`config.mk`:
```
export PLATFORM = sky130hd
export DESIGN_NAME = adr_dma_channel
export DESIGN_NICKNAME = d
export VERILOG_FILES = /design/src/rtl/adr_pkg.sv /design/src/rtl/adr_win_fifo.sv /design/src/rtl/adr_desc_engine.sv /design/src/rtl/adr_dma_channel.sv
export SDC_FILE = /design/constraint.sdc
export NUM_CORES = 2
export LEC_CHECK = 0
export BUFFER_PORTS_ARGS = -buffer_cell sky130_fd_sc_hd__clkbuf_2
export CORE_MARGIN = 3
export CORE_UTILIZATION = 60
export CTS_BUF_LIST = sky130_fd_sc_hd__clkbuf_4 sky130_fd_sc_hd__clkbuf_8
export CTS_CLUSTER_DIAMETER = 200
export DETAILED_ROUTE_END_ITERATION = 8
export PLACE_DENSITY = 0.85
export SYNTH_ARGS = -nofsm -noshare
export SYNTH_HDL_FRONTEND = slang
export SYNTH_SLANG_ARGS = --single-unit
export TNS_END_PERCENT = 30
```
`constraint.sdc`:
```
create_clock -name clk -period 6.4 [get_ports clk]
set_input_delay 0.32 -clock clk [delete_from_list [all_inputs] [get_ports clk]]
set_output_delay 0.32 -clock clk [all_outputs]
set_load 0.05 [all_outputs]
```
`src/rtl/adr_pkg.sv`:
```
package adr_pkg;
  typedef enum logic [2:0] {
    ST_IDLE,
    ST_D_BUF,
    ST_D_CNT,
    ST_D_NXT,
    ST_MOVE
  } eng_st_e;

  localparam int CTL_IRQ     = 0;
  localparam int CTL_LD      = 1;
  localparam int CTL_RCV     = 2;
  localparam int CTL_RT      = 3;
  localparam int CTL_ACT     = 4;
  localparam int CTL_HWM_LSB = 8;
  localparam int CTL_BEG_LSB = 16;
  localparam int CTL_END_LSB = 24;
  localparam int INFO_IE_BIT = 31;
  localparam int CNT_W       = 16;

  localparam logic [1:0] RA_CTRL = 2'd0;
  localparam logic [1:0] RA_DPTR = 2'd1;
  localparam logic [1:0] RA_BPTR = 2'd2;
endpackage

```
`src/rtl/adr_win_fifo.sv`:
```
module adr_win_fifo #(
  parameter int SLOTS = 32,
  parameter int DW = 16,
  localparam int PW = $clog2(SLOTS),
  localparam int CW = PW + 1
) (
  input  logic          clk,
  input  logic          rst_n,
  input  logic          flush,
  input  logic [PW-1:0] win_base,
  input  logic [CW-1:0] win_len,
  input  logic [1:0]    push_n,
  input  logic [DW-1:0] push_d0,
  input  logic [DW-1:0] push_d1,
  input  logic [1:0]    pop_n,
  output logic [DW-1:0] head0,
  output logic [DW-1:0] head1,
  output logic [CW-1:0] fill
);
  logic [DW-1:0] store [SLOTS];
  logic [CW-1:0] wr_off, rd_off, wr_nx, rd_nx, wr_adv, rd_adv;

  function automatic logic [CW-1:0] adv(input logic [CW-1:0] off,
                                        input logic [1:0] k,
                                        input logic [CW-1:0] len);
    logic [CW:0] s;
    s = {1'b0, off} + {{(CW-1){1'b0}}, k};
    if (s >= {1'b0, len}) s = s - {1'b0, len};
    return s[CW-1:0];
  endfunction

  always_comb begin
    wr_nx  = adv(wr_off, 2'd1, win_len);
    rd_nx  = adv(rd_off, 2'd1, win_len);
    wr_adv = adv(wr_off, push_n, win_len);
    rd_adv = adv(rd_off, pop_n, win_len);
    head0  = store[win_base + rd_off[PW-1:0]];
    head1  = store[win_base + rd_nx[PW-1:0]];
  end

  always_ff @(posedge clk) begin
    if (!flush && push_n != 2'd0) store[win_base + wr_off[PW-1:0]] <= push_d0;
    if (!flush && push_n == 2'd2) store[win_base + wr_nx[PW-1:0]] <= push_d1;
  end

  always_ff @(posedge clk or negedge rst_n) begin
    if (!rst_n) begin
      wr_off <= '0;
      rd_off <= '0;
      fill   <= '0;
    end else if (flush) begin
      wr_off <= '0;
      rd_off <= '0;
      fill   <= '0;
    end else begin
      wr_off <= wr_adv;
      rd_off <= rd_adv;
      fill   <= fill + CW'(push_n) - CW'(pop_n);
    end
  end

  AST_FILL_IN_WINDOW: assert property (@(posedge clk) disable iff (!rst_n)
    fill <= win_len);
  AST_NO_UNDERFLOW: assert property (@(posedge clk) disable iff (!rst_n)
    int'(pop_n) <= int'(fill));
endmodule

```
`src/rtl/adr_desc_engine.sv`:
```
module adr_desc_engine
  import adr_pkg::*;
#(
  parameter int AW = 32,
  parameter int CW = 6
) (
  input  logic          clk,
  input  logic          rst_n,
  input  logic          start,
  input  logic          halt,
  input  logic [AW-1:0] ring_head,
  input  logic          rcv,
  input  logic          ld,
  input  logic [7:0]    hwm,
  input  logic [CW-1:0] fill,
  input  logic [CW-1:0] win_len,
  input  logic [15:0]   head0,
  input  logic [15:0]   head1,
  output logic          mem_valid,
  input  logic          mem_ready,
  output logic          mem_we,
  output logic [AW-1:0] mem_addr,
  output logic [31:0]   mem_wdata,
  input  logic [31:0]   mem_rdata,
  output logic [1:0]    push_n,
  output logic [15:0]   push_d0,
  output logic [15:0]   push_d1,
  output logic [1:0]    pop_n,
  output logic          irq_set,
  output logic [AW-1:0] cur_buf
);
  eng_st_e state;
  logic [AW-1:0] desc_ptr, nxt_ptr;
  logic [CNT_W-1:0] remain;
  logic ie, tx_go, rx_go, fire;

  always_comb begin
    tx_go = (int'(fill) < int'(hwm)) && (int'(fill) + 2 <= int'(win_len));
    rx_go = (int'(fill) >= int'(hwm)) && (int'(fill) >= 2);
    mem_valid = 1'b0;
    mem_we    = 1'b0;
    mem_addr  = desc_ptr;
    mem_wdata = ld ? {head0, head1} : {head1, head0};
    push_d0   = ld ? mem_rdata[31:16] : mem_rdata[15:0];
    push_d1   = ld ? mem_rdata[15:0] : mem_rdata[31:16];
    push_n    = 2'd0;
    pop_n     = 2'd0;
    irq_set   = 1'b0;
    if (!halt && !start) begin
      unique case (state)
        ST_D_BUF: mem_valid = 1'b1;
        ST_D_CNT: begin mem_valid = 1'b1; mem_addr = desc_ptr + AW'(4); end
        ST_D_NXT: begin mem_valid = 1'b1; mem_addr = desc_ptr + AW'(8); end
        ST_MOVE: begin
          mem_addr = cur_buf;
          if (remain == '0) irq_set = ie;
          else if (rcv && rx_go) begin
            mem_valid = 1'b1;
            mem_we    = 1'b1;
            if (mem_ready) pop_n = 2'd2;
          end else if (!rcv && tx_go) begin
            mem_valid = 1'b1;
            if (mem_ready) push_n = 2'd2;
          end
        end
        default: ;
      endcase
    end
    fire = mem_valid && mem_ready;
  end

  always_ff @(posedge clk or negedge rst_n) begin
    if (!rst_n) begin
      state    <= ST_IDLE;
      desc_ptr <= '0;
      nxt_ptr  <= '0;
      cur_buf  <= '0;
      remain   <= '0;
      ie       <= 1'b0;
    end else if (halt) begin
      state <= ST_IDLE;
    end else if (start) begin
      desc_ptr <= ring_head;
      state    <= ST_D_BUF;
    end else begin
      unique case (state)
        ST_D_BUF: if (fire) begin cur_buf <= AW'(mem_rdata); state <= ST_D_CNT; end
        ST_D_CNT: if (fire) begin
          remain <= mem_rdata[CNT_W-1:0];
          ie     <= mem_rdata[INFO_IE_BIT];
          state  <= ST_D_NXT;
        end
        ST_D_NXT: if (fire) begin nxt_ptr <= AW'(mem_rdata); state <= ST_MOVE; end
        ST_MOVE: begin
          if (remain == '0) begin
            desc_ptr <= nxt_ptr;
            state    <= ST_D_BUF;
          end else if (fire) begin
            cur_buf <= cur_buf + AW'(4);
            remain  <= (remain < CNT_W'(4)) ? '0 : remain - CNT_W'(4);
          end
        end
        default: ;
      endcase
    end
  end

  AST_TX_BELOW_HWM: assert property (@(posedge clk) disable iff (!rst_n)
    (mem_valid && !mem_we && state == ST_MOVE) |-> (int'(fill) < int'(hwm)));
  AST_RX_AT_HWM: assert property (@(posedge clk) disable iff (!rst_n)
    (mem_valid && mem_we) |-> (int'(fill) >= int'(hwm) && int'(fill) >= 2));
endmodule

```
`src/rtl/adr_dma_channel.sv`:
```
module adr_dma_channel
  import adr_pkg::*;
#(
  parameter int AW = 32,
  parameter int FIFO_DW = 8
) (
  input  logic          clk,
  input  logic          rst_n,
  input  logic          reg_wr,
  input  logic          reg_rd,
  input  logic [1:0]    reg_addr,
  input  logic [31:0]   reg_wdata,
  output logic [31:0]   reg_rdata,
  output logic          irq,
  output logic          mem_valid,
  input  logic          mem_ready,
  output logic          mem_we,
  output logic [AW-1:0] mem_addr,
  output logic [31:0]   mem_wdata,
  input  logic [31:0]   mem_rdata,
  output logic          out_valid,
  input  logic          out_ready,
  output logic [15:0]   out_data,
  input  logic          in_valid,
  output logic          in_ready,
  input  logic [15:0]   in_data
);
  localparam int SLOTS = FIFO_DW * 4;
  localparam int PW = $clog2(SLOTS);
  localparam int CW = PW + 1;

  logic [7:0] ctl_hwm, ctl_beg, ctl_end;
  logic ctl_ld, ctl_rcv, ctl_rt, act, irq_q;
  logic [AW-1:0] dptr_q, cur_buf;
  logic ctrl_wr, ctrl_rd, start, halt, irq_set;
  logic [PW-1:0] win_base;
  logic [CW-1:0] win_len, fill;
  logic [7:0] len_dw;
  logic [1:0] e_push_n, e_pop_n, f_push_n, f_pop_n;
  logic [15:0] e_d0, e_d1, f_d0, head0, head1;

  always_comb begin
    ctrl_wr  = reg_wr && reg_addr == RA_CTRL;
    ctrl_rd  = reg_rd && reg_addr == RA_CTRL;
    start    = ctrl_wr && reg_wdata[CTL_ACT];
    halt     = ctrl_wr && !reg_wdata[CTL_ACT];
    len_dw   = ctl_end - ctl_beg;
    win_len  = CW'({len_dw, 2'b00});
    win_base = PW'({ctl_beg, 2'b00});
    out_valid = act && !ctl_rcv && fill != '0;
    in_ready  = act && ctl_rcv && fill < win_len;
    out_data  = head0;
    f_push_n = ctl_rcv ? {1'b0, in_valid && in_ready} : e_push_n;
    f_d0     = ctl_rcv ? in_data : e_d0;
    f_pop_n  = ctl_rcv ? e_pop_n : {1'b0, out_valid && out_ready};
    irq      = irq_q;
  end

  always_ff @(posedge clk or negedge rst_n) begin
    if (!rst_n) begin
      ctl_hwm <= '0; ctl_beg <= '0; ctl_end <= '0;
      ctl_ld <= 1'b0; ctl_rcv <= 1'b0; ctl_rt <= 1'b0;
      act <= 1'b0; irq_q <= 1'b0; dptr_q <= '0; reg_rdata <= '0;
    end else begin
      if (ctrl_wr) begin
        ctl_hwm <= reg_wdata[CTL_HWM_LSB +: 8];
        ctl_beg <= reg_wdata[CTL_BEG_LSB +: 8];
        ctl_end <= reg_wdata[CTL_END_LSB +: 8];
        ctl_ld  <= reg_wdata[CTL_LD];
        ctl_rcv <= reg_wdata[CTL_RCV];
        ctl_rt  <= reg_wdata[CTL_RT];
        act     <= reg_wdata[CTL_ACT];
      end
      if (reg_wr && reg_addr == RA_DPTR) dptr_q <= AW'(reg_wdata);
      if (irq_set) irq_q <= 1'b1;
      else if (ctrl_rd) irq_q <= 1'b0;
      if (reg_rd) begin
        unique case (reg_addr)
          RA_CTRL: reg_rdata <= {ctl_end, ctl_beg, ctl_hwm, 3'b000,
                                 act, ctl_rt, ctl_rcv, ctl_ld, irq_q};
          RA_DPTR: reg_rdata <= 32'(dptr_q);
          RA_BPTR: reg_rdata <= 32'(cur_buf);
          default: reg_rdata <= '0;
        endcase
      end
    end
  end

  adr_win_fifo #(.SLOTS(SLOTS), .DW(16)) u_fifo (
    .clk(clk), .rst_n(rst_n), .flush(ctrl_wr),
    .win_base(win_base), .win_len(win_len),
    .push_n(f_push_n), .push_d0(f_d0), .push_d1(e_d1),
    .pop_n(f_pop_n), .head0(head0), .head1(head1), .fill(fill)
  );

  adr_desc_engine #(.AW(AW), .CW(CW)) u_eng (
    .clk(clk), .rst_n(rst_n), .start(start), .halt(halt),
    .ring_head(dptr_q), .rcv(ctl_rcv), .ld(ctl_ld), .hwm(ctl_hwm),
    .fill(fill), .win_len(win_len), .head0(head0), .head1(head1),
    .mem_valid(mem_valid), .mem_ready(mem_ready), .mem_we(mem_we),
    .mem_addr(mem_addr), .mem_wdata(mem_wdata), .mem_rdata(mem_rdata),
    .push_n(e_push_n), .push_d0(e_d0), .push_d1(e_d1), .pop_n(e_pop_n),
    .irq_set(irq_set), .cur_buf(cur_buf)
  );

  AST_IRQ_SET_WINS: assert property (@(posedge clk) disable iff (!rst_n)
    irq_set |=> irq);
  AST_STOP_QUIET: assert property (@(posedge clk) disable iff (!rst_n)
    halt |=> (!mem_valid && !out_valid && !in_ready));
  AST_STREAM_HOLD: assert property (@(posedge clk) disable iff (!rst_n)
    (out_valid && !out_ready && !ctrl_wr) |=> (out_valid && $stable(out_data)));
endmodule

```
==> results.cfg <==
[routing]
post_drt_wl_per_cell_um = 33.0
final_antenna_net_count = 0
drc = 0
drtPass1Iterations = 9
vias_per_cell = 7.60
drt_iter0_drc = 5978
drt_wl_total_um = 159000
num_vias = 36673

[sta]
drv_slew = 0
fin_crit_ns = 6.15
setup_viol = 0
fin_skew_ns = 0.0806
hold_ws_ns = 0.0490
tightestPinTransition_ns = 1.37
hold_violations = 0
worst_slack_ns = 0.246
relSlewSlack_pct = 6.47
fmax_ghz = 0.162
post-route-period-util_pct = 96.2

[layout]
fin_util_pct = 67.7
nNetsFinal = 3915
drive_gt1_share_pct = 27.8
area_growth_syn_to_layout_pct = 11.1

[floorplanning]
pin_count = 206
start_util_pct = 60.9
core_sq_um = 74900
die_w_um = 282
floorplan.rows = 100
dieArea_sq_um = 79400
fp.dieH_um = 282

[status]
outcome = finished, final reports clean

[setup_path]
critPathKind = reg -> out
worstPathMaxFanout = 32
worstPathArrival_ns = 5.83
crit_path_end_kind = output pin
critPathRequiredTime_ns = 6.08
crit_path_start = ctl_beg[1]$_DFFE_PN0P_
rr_endpoint = u_fifo.store[11][14]$_DFFE_PP_
r2r-start = ctl_end[0]$_DFFE_PN0P_
r2r_cells = 21
critPathLaunchType = flip-flop
reg2reg_slack_ns = 0.64

[synthesis]
postSynthCellCount = 3606
syn-mean-instance-area_sq_um = 12.7
ys_types = 84
ys.flop_type = edfxtp_1
synth_warnings = 0
netlist_area_sq_um = 45700
yosysSeqAreaShare_pct = 46.1
async_reset_ff_share_pct = 30.7
syn_nets = 3770
synth-edff-count = 512
ys_seq_elements = 739

[global_route]
antenna_found_initial = 12
overflow = 0
grt_pass1_wl_um = 233000
grt_pass1_vias = 35812
grt_max_degree = 156
grt_usage_pct = 40.0

[min_path]
hp-class = in -> reg
hold-path-endpoint = u_eng.nxt_ptr[25]$_DFFE_PN0P_
hold_depth = 2
worstHoldStart = mem_rdata[25]

[cts]
cts_tree = done
ctsLongestPathBuffers = 3
htree_levels = 3
clkSinkCount = 739
clk_pin_slew_ns = 0.06
cts_buffers = 119
insertion_delay_ns = 0.79
cts_root_buf = clkbuf_8

[power_and_ir_drop]
cellPowerDensity_nw_per_um2 = 555
peakVddDrop_v = 0.00126
power.leakage_nw = 20.5
p_total_mw = 28.2

[place]
io_buffers = 205
dp_hpwl_um = 102000
routabilityCongestion = 1.02
preCtsSetupSlack_ns = 0.685

[job]
max_cap_viol_count = 0
## where the power goes
| part | internal (mW) | total (mW) | leakage (nW) | switching (mW) |
|---|---|---|---|---|
| Clock | 2.31 | 4.37 | 1.32 | 2.06 |
| Sequential | 5.78 | 6.62 | 7.38 | 0.848 |
| Combinational | 5.96 | 17.2 | 11.8 | 11.2 |
## layout make-up
class                      instances  area (sq um)
clock buffer                     175          2130
multi-input combinational       2445         23000
timing repair buffer             400          2740
inverter                          46           176
sequential                       739         21100
fill                            4969         24200
tap                              969          1210
antenna                            7          17.5
clock inverter                    45           365
## per-layer routing
layer  track usage (%)  wire, um  share of wire, %
met5                 0        25             0.016
met4              28.2     14600               9.1
met1              48.7     49800                31
met2              59.8     69100                43
met3              14.1     25700                16
## worst max path at each step
| stage | slack [ns] | cells after the start | endpoint |
|---|---|---|---|
| floorplan | 1.06 | 19 | u_fifo.store[0][0]$_DFFE_PP_ |
| global placement | 0.93 | 22 | u_fifo.wr_off[2]$_DFF_PN0_ |
| detailed placement | 0.69 | 22 | u_fifo.wr_off[2]$_DFF_PN0_ |
| CTS | 0.01 | 18 | mem_wdata[30] |
| global route | -0.04 | 20 | mem_wdata[3] |
| finish | 0.25 | 20 | mem_wdata[30] |
## what timing repair did
item / 4_1_cts / 5_1_grt
hold buffers: 58 / 0
setup endpoints to repair: 10 / 32
hold endpoints to repair: 169 / 0
pin swaps: 0 / 3
setup buffers: 0 / 5
resized for setup: 1 / 15
## synthesized netlist by cell type (23+ instances only)
library cell	instances	share of area (%)
mux2i_1	602	13
buf_6	38	0.94
edfxtp_1	512	34
nor4_1	51	0.70
nor2_1	159	1.3
dfrtp_1	227	12
ha_1	64	1.8
nor3_1	35	0.38
xnor2_1	32	0.61
nand2_1	228	1.9
mux2_2	134	3.3
buf_2	64	0.70
inv_1	46	0.38
clkbuf_1	234	1.9
o22ai_1	139	1.9
nand3_1	57	0.62
a21oi_1	155	1.7
nand4_1	29	0.40
a22oi_1	23	0.38
mux4_2	288	14
o21ai_0	157	1.7
## through the flow
step                      setup TNS (ns)  instance area [sq um]  cells
after floorplan                        0                  45700   3606
after global placement                 0                  47500   4536
after detailed placement               0                  47500   4536
after CTS                              0                  50600   4814
after global routing              -0.173                  50700   4823
final                                  0                  50700   4826
## registers in the layout, summed over array words and instances (netlist names)
signal          flops
ctl_ld              1
u_eng.desc_ptr     32
u_fifo.wr_off       6
u_eng.ie            1
u_fifo.fill         6
ctl_end             8
u_fifo.store      512
dptr_q             32
ctl_hwm             8
u_fifo.rd_off       6
ctl_beg             8
irq                 1
ctl_rt              1
u_eng.cur_buf      32
u_eng.nxt_ptr      32
reg_rdata          32
u_eng.state         3
u_eng.remain       16
act                 1
ctl_rcv             1
## critical path, cell delays in order (launching register included)
cell      delay, ns
dfrtp_2        0.45
inv_2          0.16
ha_1           0.26
a21o_1         0.15
a21oi_1        0.22
xnor2_2        0.14
ha_1           0.36
nand2_1        0.06
o211ai_1       0.31
mux2i_1        0.24
ha_1           0.17
inv_1          0.05
fa_1           0.46
xor2_2         0.35
nand3_1        0.17
clkbuf_8       0.30
o22ai_1        0.24
nor4_1         0.11
mux2_2         0.30
mux2_2         0.28
clkbuf_2       0.24
## kinds of logic after synthesis
family / synth area share, %
AOI/OAI and AO/OA: 8.56
xor gates and xnor gates: 0.883
adders and majority gates: 2.24
buffers and inverters: 4.53
DFF: 46.1
muxes: 30.7
and+or+nand+nor: 6.95
## layout by cell type (no fill, tap or decap), types with 50 or more instances in the layout
cell           instances
mux2_2               134
dfrtp_1              222
a21oi_1              139
clkbuf_2             204
nand2_1              227
o22ai_1              137
edfxtp_1             512
mux2i_1              586
nand3_1               57
nor4_1                50
mux4_2               288
ha_1                  62
clkbuf_8             132
o21ai_0              132
buf_4                126
dlygate4sd3_1         58
nor2_1               159
Power figures use the tool's default switching activity.
